### config.mk
export PLATFORM = sky130hd
export DESIGN_NAME = clk_supervisor
export DESIGN_NICKNAME = d
export VERILOG_FILES = /design/src/rtl/clksup_pkg.sv /design/src/rtl/clksup_cfg.sv /design/src/rtl/clksup_mon.sv /design/src/rtl/clksup_flag.sv /design/src/rtl/clksup_sel.sv /design/src/rtl/clk_supervisor.sv
export SDC_FILE = /design/constraint.sdc
export NUM_CORES = 1
export LEC_CHECK = 0
export ABC_AREA = 1
export BUFFER_PORTS_ARGS = -buffer_cell sky130_fd_sc_hd__buf_2
export CAP_MARGIN = 40
export CORE_MARGIN = 2
export CORE_UTILIZATION = 30
export CTS_BUF_LIST = sky130_fd_sc_hd__clkbuf_16
export CTS_CLUSTER_SIZE = 14
export DETAILED_ROUTE_END_ITERATION = 8
export PLACE_DENSITY_LB_ADDON = 0.08
export SYNTH_ARGS = -nofsm -noshare
export SYNTH_HDL_FRONTEND = slang
export SYNTH_SLANG_ARGS = --single-unit
### constraint.sdc
create_clock -name clk -period 2.05 [get_ports clk]
set_clock_uncertainty 0.15 [all_clocks]
set_input_delay 0 -clock clk [delete_from_list [all_inputs] [get_ports clk]]
set_output_delay 0 -clock clk [all_outputs]
set_load 0.03 [all_outputs]
### src/rtl/clksup_pkg.sv
package clksup_pkg;

    typedef enum logic [1:0] {
        SRC_RC  = 2'd0,
        SRC_ALT = 2'd1,
        SRC_SEC = 2'd2,
        SRC_PRI = 2'd3
    } src_e;

    typedef struct packed {
        logic [1:0] sel;
        logic       pri_hf;
        logic       sec_en;
    } cfg_t;

    localparam int NUM_OSC = 2;
    localparam int CH_PRI  = 0;
    localparam int CH_SEC  = 1;

    localparam cfg_t CFG_RESET = '{sel: 2'd0, pri_hf: 1'b0, sec_en: 1'b0};

    function automatic src_e pick_src(input logic fault, input logic [1:0] sel);
        src_e s;
        if (fault) begin
            s = SRC_RC;
        end else begin
            case (sel)
                2'd2:    s = SRC_SEC;
                2'd3:    s = SRC_PRI;
                default: s = SRC_RC;
            endcase
        end
        return s;
    endfunction

endpackage

### src/rtl/clksup_cfg.sv
module clksup_cfg
    import clksup_pkg::*;
(
    input  logic               clk,
    input  logic               rst,
    input  logic               wr,
    input  cfg_t               wr_data,
    output cfg_t               cfg_q,
    output logic [NUM_OSC-1:0] supervise,
    output logic               dis_evt
);
    cfg_t cfg_r;

    always_ff @(posedge clk) begin
        if (rst) begin
            cfg_r <= CFG_RESET;
        end else if (wr) begin
            cfg_r <= wr_data;
        end
    end

    // Switching off a watched oscillator is itself a fault cause.
    always_comb begin
        dis_evt = wr && ((cfg_r.pri_hf && !wr_data.pri_hf) ||
                         (cfg_r.sec_en && !wr_data.sec_en));
    end

    always_comb begin
        supervise         = '0;
        supervise[CH_PRI] = cfg_r.pri_hf;
        supervise[CH_SEC] = cfg_r.sec_en;
    end

    assign cfg_q = cfg_r;

    // reset leaves primary in low-frequency mode and secondary off
    a_r1_reset_cfg: assert property (@(posedge clk)
        $past(rst) |-> (!cfg_r.pri_hf && !cfg_r.sec_en))
        else $error("a_r1_reset_cfg");

endmodule

### src/rtl/clksup_mon.sv
module clksup_mon #(
    parameter int MISS_LIMIT  = 100,
    parameter int SYNC_STAGES = 2
) (
    input  logic clk,
    input  logic rst,
    input  logic sample_tick,
    input  logic supervise,
    input  logic osc_in,
    output logic miss_hit
);
    localparam int CW = $clog2(MISS_LIMIT + 1);
    localparam logic [CW-1:0] LAST = CW'(MISS_LIMIT - 1);

    logic [SYNC_STAGES:0] sync_sh;
    logic                 edge_det;
    logic                 seen;
    logic [CW-1:0]        miss_cnt;

    always_ff @(posedge clk) begin
        if (rst) begin
            sync_sh <= '0;
        end else begin
            sync_sh <= {sync_sh[SYNC_STAGES-1:0], osc_in};
        end
    end

    assign edge_det = sync_sh[SYNC_STAGES] ^ sync_sh[SYNC_STAGES-1];

    always_ff @(posedge clk) begin
        if (rst) begin
            miss_cnt <= '0;
            seen     <= 1'b0;
            miss_hit <= 1'b0;
        end else begin
            miss_hit <= 1'b0;
            if (!supervise) begin
                miss_cnt <= '0;
                seen     <= 1'b0;
            end else if (sample_tick) begin
                seen <= 1'b0;
                if (seen || edge_det) begin
                    miss_cnt <= '0;
                end else if (miss_cnt == LAST) begin
                    miss_cnt <= '0;
                    miss_hit <= 1'b1;
                end else begin
                    miss_cnt <= miss_cnt + 1'b1;
                end
            end else if (edge_det) begin
                miss_cnt <= '0;
                seen     <= 1'b1;
            end
        end
    end

    // count never reaches the limit value itself
    a_r4_miss_bounded: assert property (@(posedge clk) disable iff (rst)
        miss_cnt < CW'(MISS_LIMIT))
        else $error("a_r4_miss_bounded");

    // an unsupervised oscillator holds no count and raises nothing
    a_r5_idle_unsupervised: assert property (@(posedge clk) disable iff (rst)
        !supervise |=> (miss_cnt == '0 && !miss_hit))
        else $error("a_r5_idle_unsupervised");

    // a detected edge restarts the count
    a_r10_edge_restarts: assert property (@(posedge clk) disable iff (rst)
        (supervise && edge_det) |=> (miss_cnt == '0 && !miss_hit))
        else $error("a_r10_edge_restarts");

endmodule

### src/rtl/clksup_flag.sv
module clksup_flag
    import clksup_pkg::*;
(
    input  logic               clk,
    input  logic               rst,
    input  logic [NUM_OSC-1:0] miss_hit,
    input  logic               dis_evt,
    input  logic               flt_clr,
    output logic               fault_flag,
    output logic               fault_irq
);
    logic set_req;

    assign set_req = (|miss_hit) || dis_evt;

    always_ff @(posedge clk) begin
        if (rst) begin
            fault_flag <= 1'b1;
            fault_irq  <= 1'b0;
        end else begin
            fault_irq <= set_req && !fault_flag;
            if (set_req) begin
                fault_flag <= 1'b1;
            end else if (flt_clr) begin
                fault_flag <= 1'b0;
            end
        end
    end

    // interrupt only on a rising flag
    a_r8_irq_on_rise: assert property (@(posedge clk) disable iff (rst)
        fault_irq |-> (fault_flag && !$past(fault_flag)))
        else $error("a_r8_irq_on_rise");

    // flag is sticky without a clear strobe
    a_r7_sticky: assert property (@(posedge clk) disable iff (rst)
        (fault_flag && !flt_clr) |=> fault_flag)
        else $error("a_r7_sticky");

    // set beats a simultaneous clear
    a_r7_set_wins: assert property (@(posedge clk) disable iff (rst)
        (set_req && flt_clr) |=> fault_flag)
        else $error("a_r7_set_wins");

endmodule

### src/rtl/clksup_sel.sv
module clksup_sel
    import clksup_pkg::*;
(
    input  logic       clk,
    input  logic       rst,
    input  logic       fault_flag,
    input  logic [1:0] sel,
    input  logic       rc_osc,
    input  logic       pri_osc,
    input  logic       sec_osc,
    output src_e       main_src,
    output logic       main_clk
);
    always_ff @(posedge clk) begin
        if (rst) begin
            main_src <= SRC_RC;
        end else begin
            main_src <= pick_src(fault_flag, sel);
        end
    end

    always_comb begin
        case (main_src)
            SRC_PRI: main_clk = pri_osc;
            SRC_SEC: main_clk = sec_osc;
            default: main_clk = rc_osc;
        endcase
    end

    // a set flag forces the RC source on the next clock
    a_r3_fault_forces_rc: assert property (@(posedge clk) disable iff (rst)
        fault_flag |=> (main_src == SRC_RC))
        else $error("a_r3_fault_forces_rc");

    // codes 0 and 1 never reach a crystal
    a_r2_low_codes_rc: assert property (@(posedge clk) disable iff (rst)
        (sel[1] == 1'b0) |=> (main_src == SRC_RC))
        else $error("a_r2_low_codes_rc");

endmodule

### src/rtl/clk_supervisor.sv
module clk_supervisor
    import clksup_pkg::*;
#(
    parameter int MISS_LIMIT  = 100,
    parameter int SYNC_STAGES = 2
) (
    input  logic       clk,
    input  logic       rst,
    input  logic       sample_tick,
    input  logic       rc_osc,
    input  logic       pri_osc,
    input  logic       sec_osc,
    input  logic       cfg_wr,
    input  logic [1:0] cfg_sel,
    input  logic       cfg_pri_hf,
    input  logic       cfg_sec_en,
    input  logic       flt_clr,
    output logic       main_clk,
    output logic [1:0] main_src,
    output logic       fault_flag,
    output logic       fault_irq
);
    cfg_t               wr_data;
    cfg_t               cfg_q;
    logic [NUM_OSC-1:0] supervise;
    logic [NUM_OSC-1:0] osc_vec;
    logic [NUM_OSC-1:0] miss_hit;
    logic               dis_evt;
    src_e               src_q;

    assign wr_data = '{sel: cfg_sel, pri_hf: cfg_pri_hf, sec_en: cfg_sec_en};

    always_comb begin
        osc_vec         = '0;
        osc_vec[CH_PRI] = pri_osc;
        osc_vec[CH_SEC] = sec_osc;
    end

    clksup_cfg u_cfg (
        .clk       (clk),
        .rst       (rst),
        .wr        (cfg_wr),
        .wr_data   (wr_data),
        .cfg_q     (cfg_q),
        .supervise (supervise),
        .dis_evt   (dis_evt)
    );

    for (genvar g = 0; g < NUM_OSC; g++) begin : g_mon
        clksup_mon #(
            .MISS_LIMIT  (MISS_LIMIT),
            .SYNC_STAGES (SYNC_STAGES)
        ) u_mon (
            .clk         (clk),
            .rst         (rst),
            .sample_tick (sample_tick),
            .supervise   (supervise[g]),
            .osc_in      (osc_vec[g]),
            .miss_hit    (miss_hit[g])
        );
    end

    clksup_flag u_flag (
        .clk        (clk),
        .rst        (rst),
        .miss_hit   (miss_hit),
        .dis_evt    (dis_evt),
        .flt_clr    (flt_clr),
        .fault_flag (fault_flag),
        .fault_irq  (fault_irq)
    );

    clksup_sel u_sel (
        .clk        (clk),
        .rst        (rst),
        .fault_flag (fault_flag),
        .sel        (cfg_q.sel),
        .rc_osc     (rc_osc),
        .pri_osc    (pri_osc),
        .sec_osc    (sec_osc),
        .main_src   (src_q),
        .main_clk   (main_clk)
    );

    assign main_src = src_q;

    // state directly after reset
    a_r1_reset_state: assert property (@(posedge clk)
        $past(rst) |-> (fault_flag && !fault_irq && main_src == 2'd0))
        else $error("a_r1_reset_state");

endmodule

==> impl_results.html <==
<table>
<tr><th>Metric</th><th>Value</th></tr>
<tr><th colspan="2">Placed design</th></tr>
<tr><td>Last weighted congestion value of the routability-driven placer</td><td>0.767</td></tr>
<tr><td>Sum of net half-perimeters after detailed placement</td><td>2.23 mm</td></tr>
<tr><td>IO Port Bufs</td><td>16</td></tr>
<tr><td>Minimum setup slack after placement</td><td>561 ps</td></tr>
<tr><th colspan="2">Clock network</th></tr>
<tr><td>Latest clock arrival within the worst-skew pair</td><td>270 ps</td></tr>
<tr><td>Clock slew at the register clock pins of the worst setup and hold paths</td><td>50 ps</td></tr>
<tr><td>Num Clock Sinks</td><td>32</td></tr>
<tr><td>Total number of H-tree levels</td><td>2</td></tr>
<tr><td>Clock tree root buffer cell</td><td>sky130_fd_sc_hd__clkbuf_16</td></tr>
<tr><td>Inserted Clock Buffers</td><td>5</td></tr>
<tr><td>Number of buffers on the longest clock path</td><td>2</td></tr>
<tr><td>Count of buffers added by post-CTS timing repair for setup</td><td>0</td></tr>
<tr><td>TritonCTS clock tree</td><td>built</td></tr>
<tr><th colspan="2">STA</th></tr>
<tr><td>Setup TNS</td><td>0 ps</td></tr>
<tr><td>Max-Slew Margin vs Limit</td><td>0.781</td></tr>
<tr><td>Highest clock rate</td><td>513 MHz</td></tr>
<tr><td>Final worst slack</td><td>99.5 ps</td></tr>
<tr><td>Final-layout worst hold slack</td><td>~60 ps</td></tr>
<tr><td>Time the worst path needs with I/O delays and setup</td><td>1950 ps</td></tr>
<tr><td>Final setup fails</td><td>0</td></tr>
<tr><td>Tcrit/Tclk final</td><td>0.951</td></tr>
<tr><td>Number of failing hold endpoints at the final stage</td><td>0</td></tr>
<tr><td>Setup repair after global routing missed its margin</td><td>no</td></tr>
<tr><td>Max Transition Viols Final</td><td>0</td></tr>
<tr><td>Slew of the pin with the lowest slew margin</td><td>328 ps</td></tr>
<tr><th colspan="2">Finish</th></tr>
<tr><td>Layout Nets</td><td>around 260</td></tr>
<tr><td>Fraction of layout instances using a drive strength above 1</td><td>0.129</td></tr>
<tr><td>Number of antenna repair diodes</td><td>0</td></tr>
<tr><td>Count of filler cells inserted in the layout</td><td>491</td></tr>
<tr><td>Layout Area Growth over Synthesis</td><td>27.6%</td></tr>
<tr><th colspan="2">Hold path</th></tr>
<tr><td>Kind of path behind the tightest hold check</td><td>in2reg</td></tr>
<tr><td>Instance count along the most critical hold path</td><td>8</td></tr>
<tr><th colspan="2">Floorplan</th></tr>
<tr><td>Full die area</td><td>5430 um^2</td></tr>
<tr><td>Initial Utilization</td><td>0.311</td></tr>
<tr><td>X dimension of the die</td><td>73.7 um</td></tr>
<tr><td>I/O pin total</td><td>17</td></tr>
<tr><td>Number of core rows</td><td>25</td></tr>
<tr><td>DIE HEIGHT</td><td>73.7 um</td></tr>
<tr><td>Core footprint</td><td>4690 um^2</td></tr>
<tr><th colspan="2">Pwr</th></tr>
<tr><td>Static leakage</td><td>0.827 nW</td></tr>
<tr><td>Cell area power density</td><td>778 nW/um^2</td></tr>
<tr><td>Sum of internal, switching and leakage power</td><td>1.45 mW</td></tr>
<tr><td>Worst-case vdd ir drop</td><td>410 uV</td></tr>
<tr><th colspan="2">Synth</th></tr>
<tr><td>Post-Synthesis Cell Area</td><td>1460 um^2</td></tr>
<tr><td>Synth Area per Inst</td><td>7.08 um^2</td></tr>
<tr><td>Yosys warnings</td><td>0</td></tr>
<tr><td>Sequential share of the synthesized area</td><td>0.439</td></tr>
<tr><td>Cell type with the largest total area after synthesis</td><td>sky130_fd_sc_hd__dfxtp_1</td></tr>
<tr><td>Unique cell type count in the Yosys netlist</td><td>24</td></tr>
<tr><td>Post-Syn Instances</td><td>206</td></tr>
<tr><td>Largest cells by area after synthesis</td><td>sky130_fd_sc_hd__dfxtp_1 44%, sky130_fd_sc_hd__nand2_1 11%, sky130_fd_sc_hd__inv_1 8.2%</td></tr>
<tr><td>Syn nets</td><td>220</td></tr>
<tr><td>Top-area cell type share of the netlist area</td><td>0.439</td></tr>
<tr><td>Register bit count reported by yosys</td><td>32</td></tr>
<tr><th colspan="2">Route</th></tr>
<tr><td>Mean number of vias per cell</td><td>4.51</td></tr>
<tr><td>WL per Instance</td><td>about 11 um</td></tr>
<tr><td>Initial drt markers</td><td>56</td></tr>
<tr><td>Met1 wire length</td><td>between 1.5 and 2 mm</td></tr>
<tr><td>Aggregate routed wire length</td><td>~3.1 mm</td></tr>
<tr><td>ANT nets after route</td><td>0</td></tr>
<tr><td>Met2 wire length</td><td>1.38 mm</td></tr>
<tr><td>Via total after detailed routing</td><td>about 1300</td></tr>
<tr><td>Highest Signal Layer</td><td>met4</td></tr>
<tr><td>Amount of wire on met3 after detailed routing</td><td>119 um</td></tr>
<tr><td>Post-route DRC violation count</td><td>0</td></tr>
<tr><td>Drt pass-1 iters</td><td>4</td></tr>
<tr><th colspan="2">Setup path</th></tr>
<tr><td>Critical path destination</td><td>u_cfg.cfg_q[2]</td></tr>
<tr><td>R2R depth</td><td>7</td></tr>
<tr><td>Largest fanout of any net on the critical path</td><td>5</td></tr>
<tr><td>Worst R2R Setup Slack</td><td>520 ps</td></tr>
<tr><td>Data arrival, critical path</td><td>between 1500 and 2000 ps</td></tr>
<tr><td>Worst setup path category</td><td>in2reg</td></tr>
<tr><td>Endpoint of the worst register-to-register path</td><td>u_flag.fault_flag</td></tr>
<tr><td>Kind of launch point of the worst setup path</td><td>input port</td></tr>
<tr><td>Launching instance or port of the critical path</td><td>cfg_wr</td></tr>
<tr><td>RR Startpoint</td><td>u_cfg.cfg_q[0]</td></tr>
<tr><td>Kind of capture point of the worst setup path</td><td>register</td></tr>
<tr><td>Worst EP required</td><td>2060 ps</td></tr>
<tr><th colspan="2">Global routing</th></tr>
<tr><td>Maximum number of pins on one net before global-route repair</td><td>11</td></tr>
<tr><td>Overall overflow remaining after global route</td><td>0</td></tr>
<tr><td>Number of global-route vias before repair</td><td>approximately 1300</td></tr>
<tr><td>Wire length of the first global-routing pass</td><td>5.48 mm</td></tr>
<tr><td>Antenna violations before repair</td><td>0</td></tr>
<tr><td>Tot GR Track Use</td><td>0.135</td></tr>
<tr><th colspan="2">Outcome</th></tr>
<tr><td>Run status</td><td>completed</td></tr>
<tr><th colspan="2">Job</th></tr>
<tr><td>Max-Cap Viols</td><td>0</td></tr>
</table>
## cell families (layout without fill, tap and decap cells)
| family | Yosys count | count (layout) | synth area share |
|---|---|---|---|
| flops | 32 | 32 | 0.439 |
| buf+inv | 38 | 73 | 0.109 |
| compound gates | 24 | 24 | 0.0884 |
| simple gates | 108 | 108 | 0.334 |
| fa+ha+maj | 2 | 2 | 0.0172 |
| xor+xnor | 2 | 2 | 0.0120 |
## placed cells by master, fill, tap and decap left out
cell type	n
sky130_fd_sc_hd__and2_1	1
sky130_fd_sc_hd__inv_1	31
sky130_fd_sc_hd__a21oi_1	12
sky130_fd_sc_hd__nand2_1	44
sky130_fd_sc_hd__ha_1	2
sky130_fd_sc_hd__clkbuf_16	5
sky130_fd_sc_hd__o21ai_0	7
sky130_fd_sc_hd__buf_2	16
sky130_fd_sc_hd__nor4_1	2
sky130_fd_sc_hd__nand3_1	16
sky130_fd_sc_hd__nand2_4	1
sky130_fd_sc_hd__nand3b_1	3
sky130_fd_sc_hd__o21ai_1	2
sky130_fd_sc_hd__a21o_1	1
sky130_fd_sc_hd__nand2_2	3
sky130_fd_sc_hd__dfxtp_1	32
sky130_fd_sc_hd__dlygate4sd3_1	15
sky130_fd_sc_hd__clkinv_1	2
sky130_fd_sc_hd__nor3_1	1
sky130_fd_sc_hd__inv_2	4
sky130_fd_sc_hd__xor2_1	2
sky130_fd_sc_hd__a21oi_2	1
sky130_fd_sc_hd__nor2_1	28
sky130_fd_sc_hd__nand4_1	8
sky130_fd_sc_hd__nand3_2	1
sky130_fd_sc_hd__a211oi_1	1
## worst max-delay path: stages
cell                            delay (ps)
sky130_fd_sc_hd__dlygate4sd3_1         520
sky130_fd_sc_hd__buf_2                 150
sky130_fd_sc_hd__inv_2                  60
sky130_fd_sc_hd__nor2_1                 90
sky130_fd_sc_hd__dlygate4sd3_1         550
sky130_fd_sc_hd__nor2_1                 40
sky130_fd_sc_hd__dlygate4sd3_1         540
## per-stage QoR
step                      cell area (um^2)  std cells   util
final                                 1860        295  0.397
after global routing                  1860        295  0.397
after CTS                             1860        295  0.397
after detailed placement              1580        273  0.336
after global placement                1580        273  0.336
after floorplan                       1460        206      -
## flip-flops by register name (all words and copies together) (netlist names)
| register | cells |
|---|---|
| g_mon.u_mon.miss_cnt | 14 |
| g_mon.u_mon.sync_sh | 6 |
| u_cfg.cfg_q | 4 |
| g_mon.u_mon.miss_hit | 2 |
| g_mon.u_mon.seen | 2 |
| u_sel.main_src | 2 |
| u_flag.fault_flag | 1 |
| u_flag.fault_irq | 1 |
## power by group
group          switching, mW  leakage, nW  total, mW  internal, mW
clock network          0.251       0.0648      0.685         0.434
logic                 0.0668        0.502      0.118        0.0508
registers            0.00778        0.260      0.645         0.638
total                  0.326        0.827       1.45          1.12
## final cells by class
class | instances | area, um^2 | area share
multi-input combinational | 136 | 658 | 0.354
sequential | 32 | 641 | 0.344
timing repair buffer | 31 | 230 | 0.124
inverter | 35 | 131 | 0.0706
clock buffer | 5 | 125 | 0.0672
tap | 54 | 67.6 | 0.0363
clock inverter | 2 | 7.51 | 0.00403
## worst min-delay path by stage
stage                              to  slack, ps  startpoint
floorplan              u_cfg.cfg_q[0]        -50      cfg_wr
global placement    u_flag.fault_flag         50     flt_clr
detailed placement  u_flag.fault_flag         40     flt_clr
CTS                  u_flag.fault_irq         60  cfg_sec_en
global route         u_flag.fault_irq        150  cfg_sec_en
finish               u_flag.fault_irq         60  cfg_sec_en
## synthesized netlist by cell type
| library cell | instances |
|---|---|
| sky130_fd_sc_hd__nor3_1 | 1 |
| sky130_fd_sc_hd__nand2_4 | 1 |
| sky130_fd_sc_hd__ha_1 | 2 |
| sky130_fd_sc_hd__nor4_1 | 2 |
| sky130_fd_sc_hd__a211oi_1 | 1 |
| sky130_fd_sc_hd__nand3b_1 | 3 |
| sky130_fd_sc_hd__buf_2 | 1 |
| sky130_fd_sc_hd__inv_1 | 32 |
| sky130_fd_sc_hd__nand2_2 | 3 |
| sky130_fd_sc_hd__nand4_1 | 8 |
| sky130_fd_sc_hd__nor2_1 | 28 |
| sky130_fd_sc_hd__o21ai_0 | 7 |
| sky130_fd_sc_hd__a21oi_1 | 12 |
| sky130_fd_sc_hd__nand3_1 | 16 |
| sky130_fd_sc_hd__a21oi_2 | 1 |
| sky130_fd_sc_hd__xor2_1 | 2 |
| sky130_fd_sc_hd__inv_2 | 3 |
| sky130_fd_sc_hd__and2_1 | 1 |
| sky130_fd_sc_hd__a21o_1 | 1 |
| sky130_fd_sc_hd__dfxtp_1 | 32 |
| sky130_fd_sc_hd__o21ai_1 | 2 |
| sky130_fd_sc_hd__buf_6 | 2 |
| sky130_fd_sc_hd__nand3_2 | 1 |
| sky130_fd_sc_hd__nand2_1 | 44 |
## repair_timing
item | 4_1_cts | 5_1_grt
endpoints found under the hold margin | 20 | 0
resized for setup | 0 | 1
setup endpoints to repair | 0 | 1
hold buffers | 15 | 0
## routing by layer
layer / vias to the layer above / global-route usage
li1: 719 / -
met4: 0 / 0.0687
met1: 580 / 0.166
met2: 24 / 0.211
met5: - / 0
met3: 6 / 0.0425
Note: power is estimated with default switching activity, not from simulation.
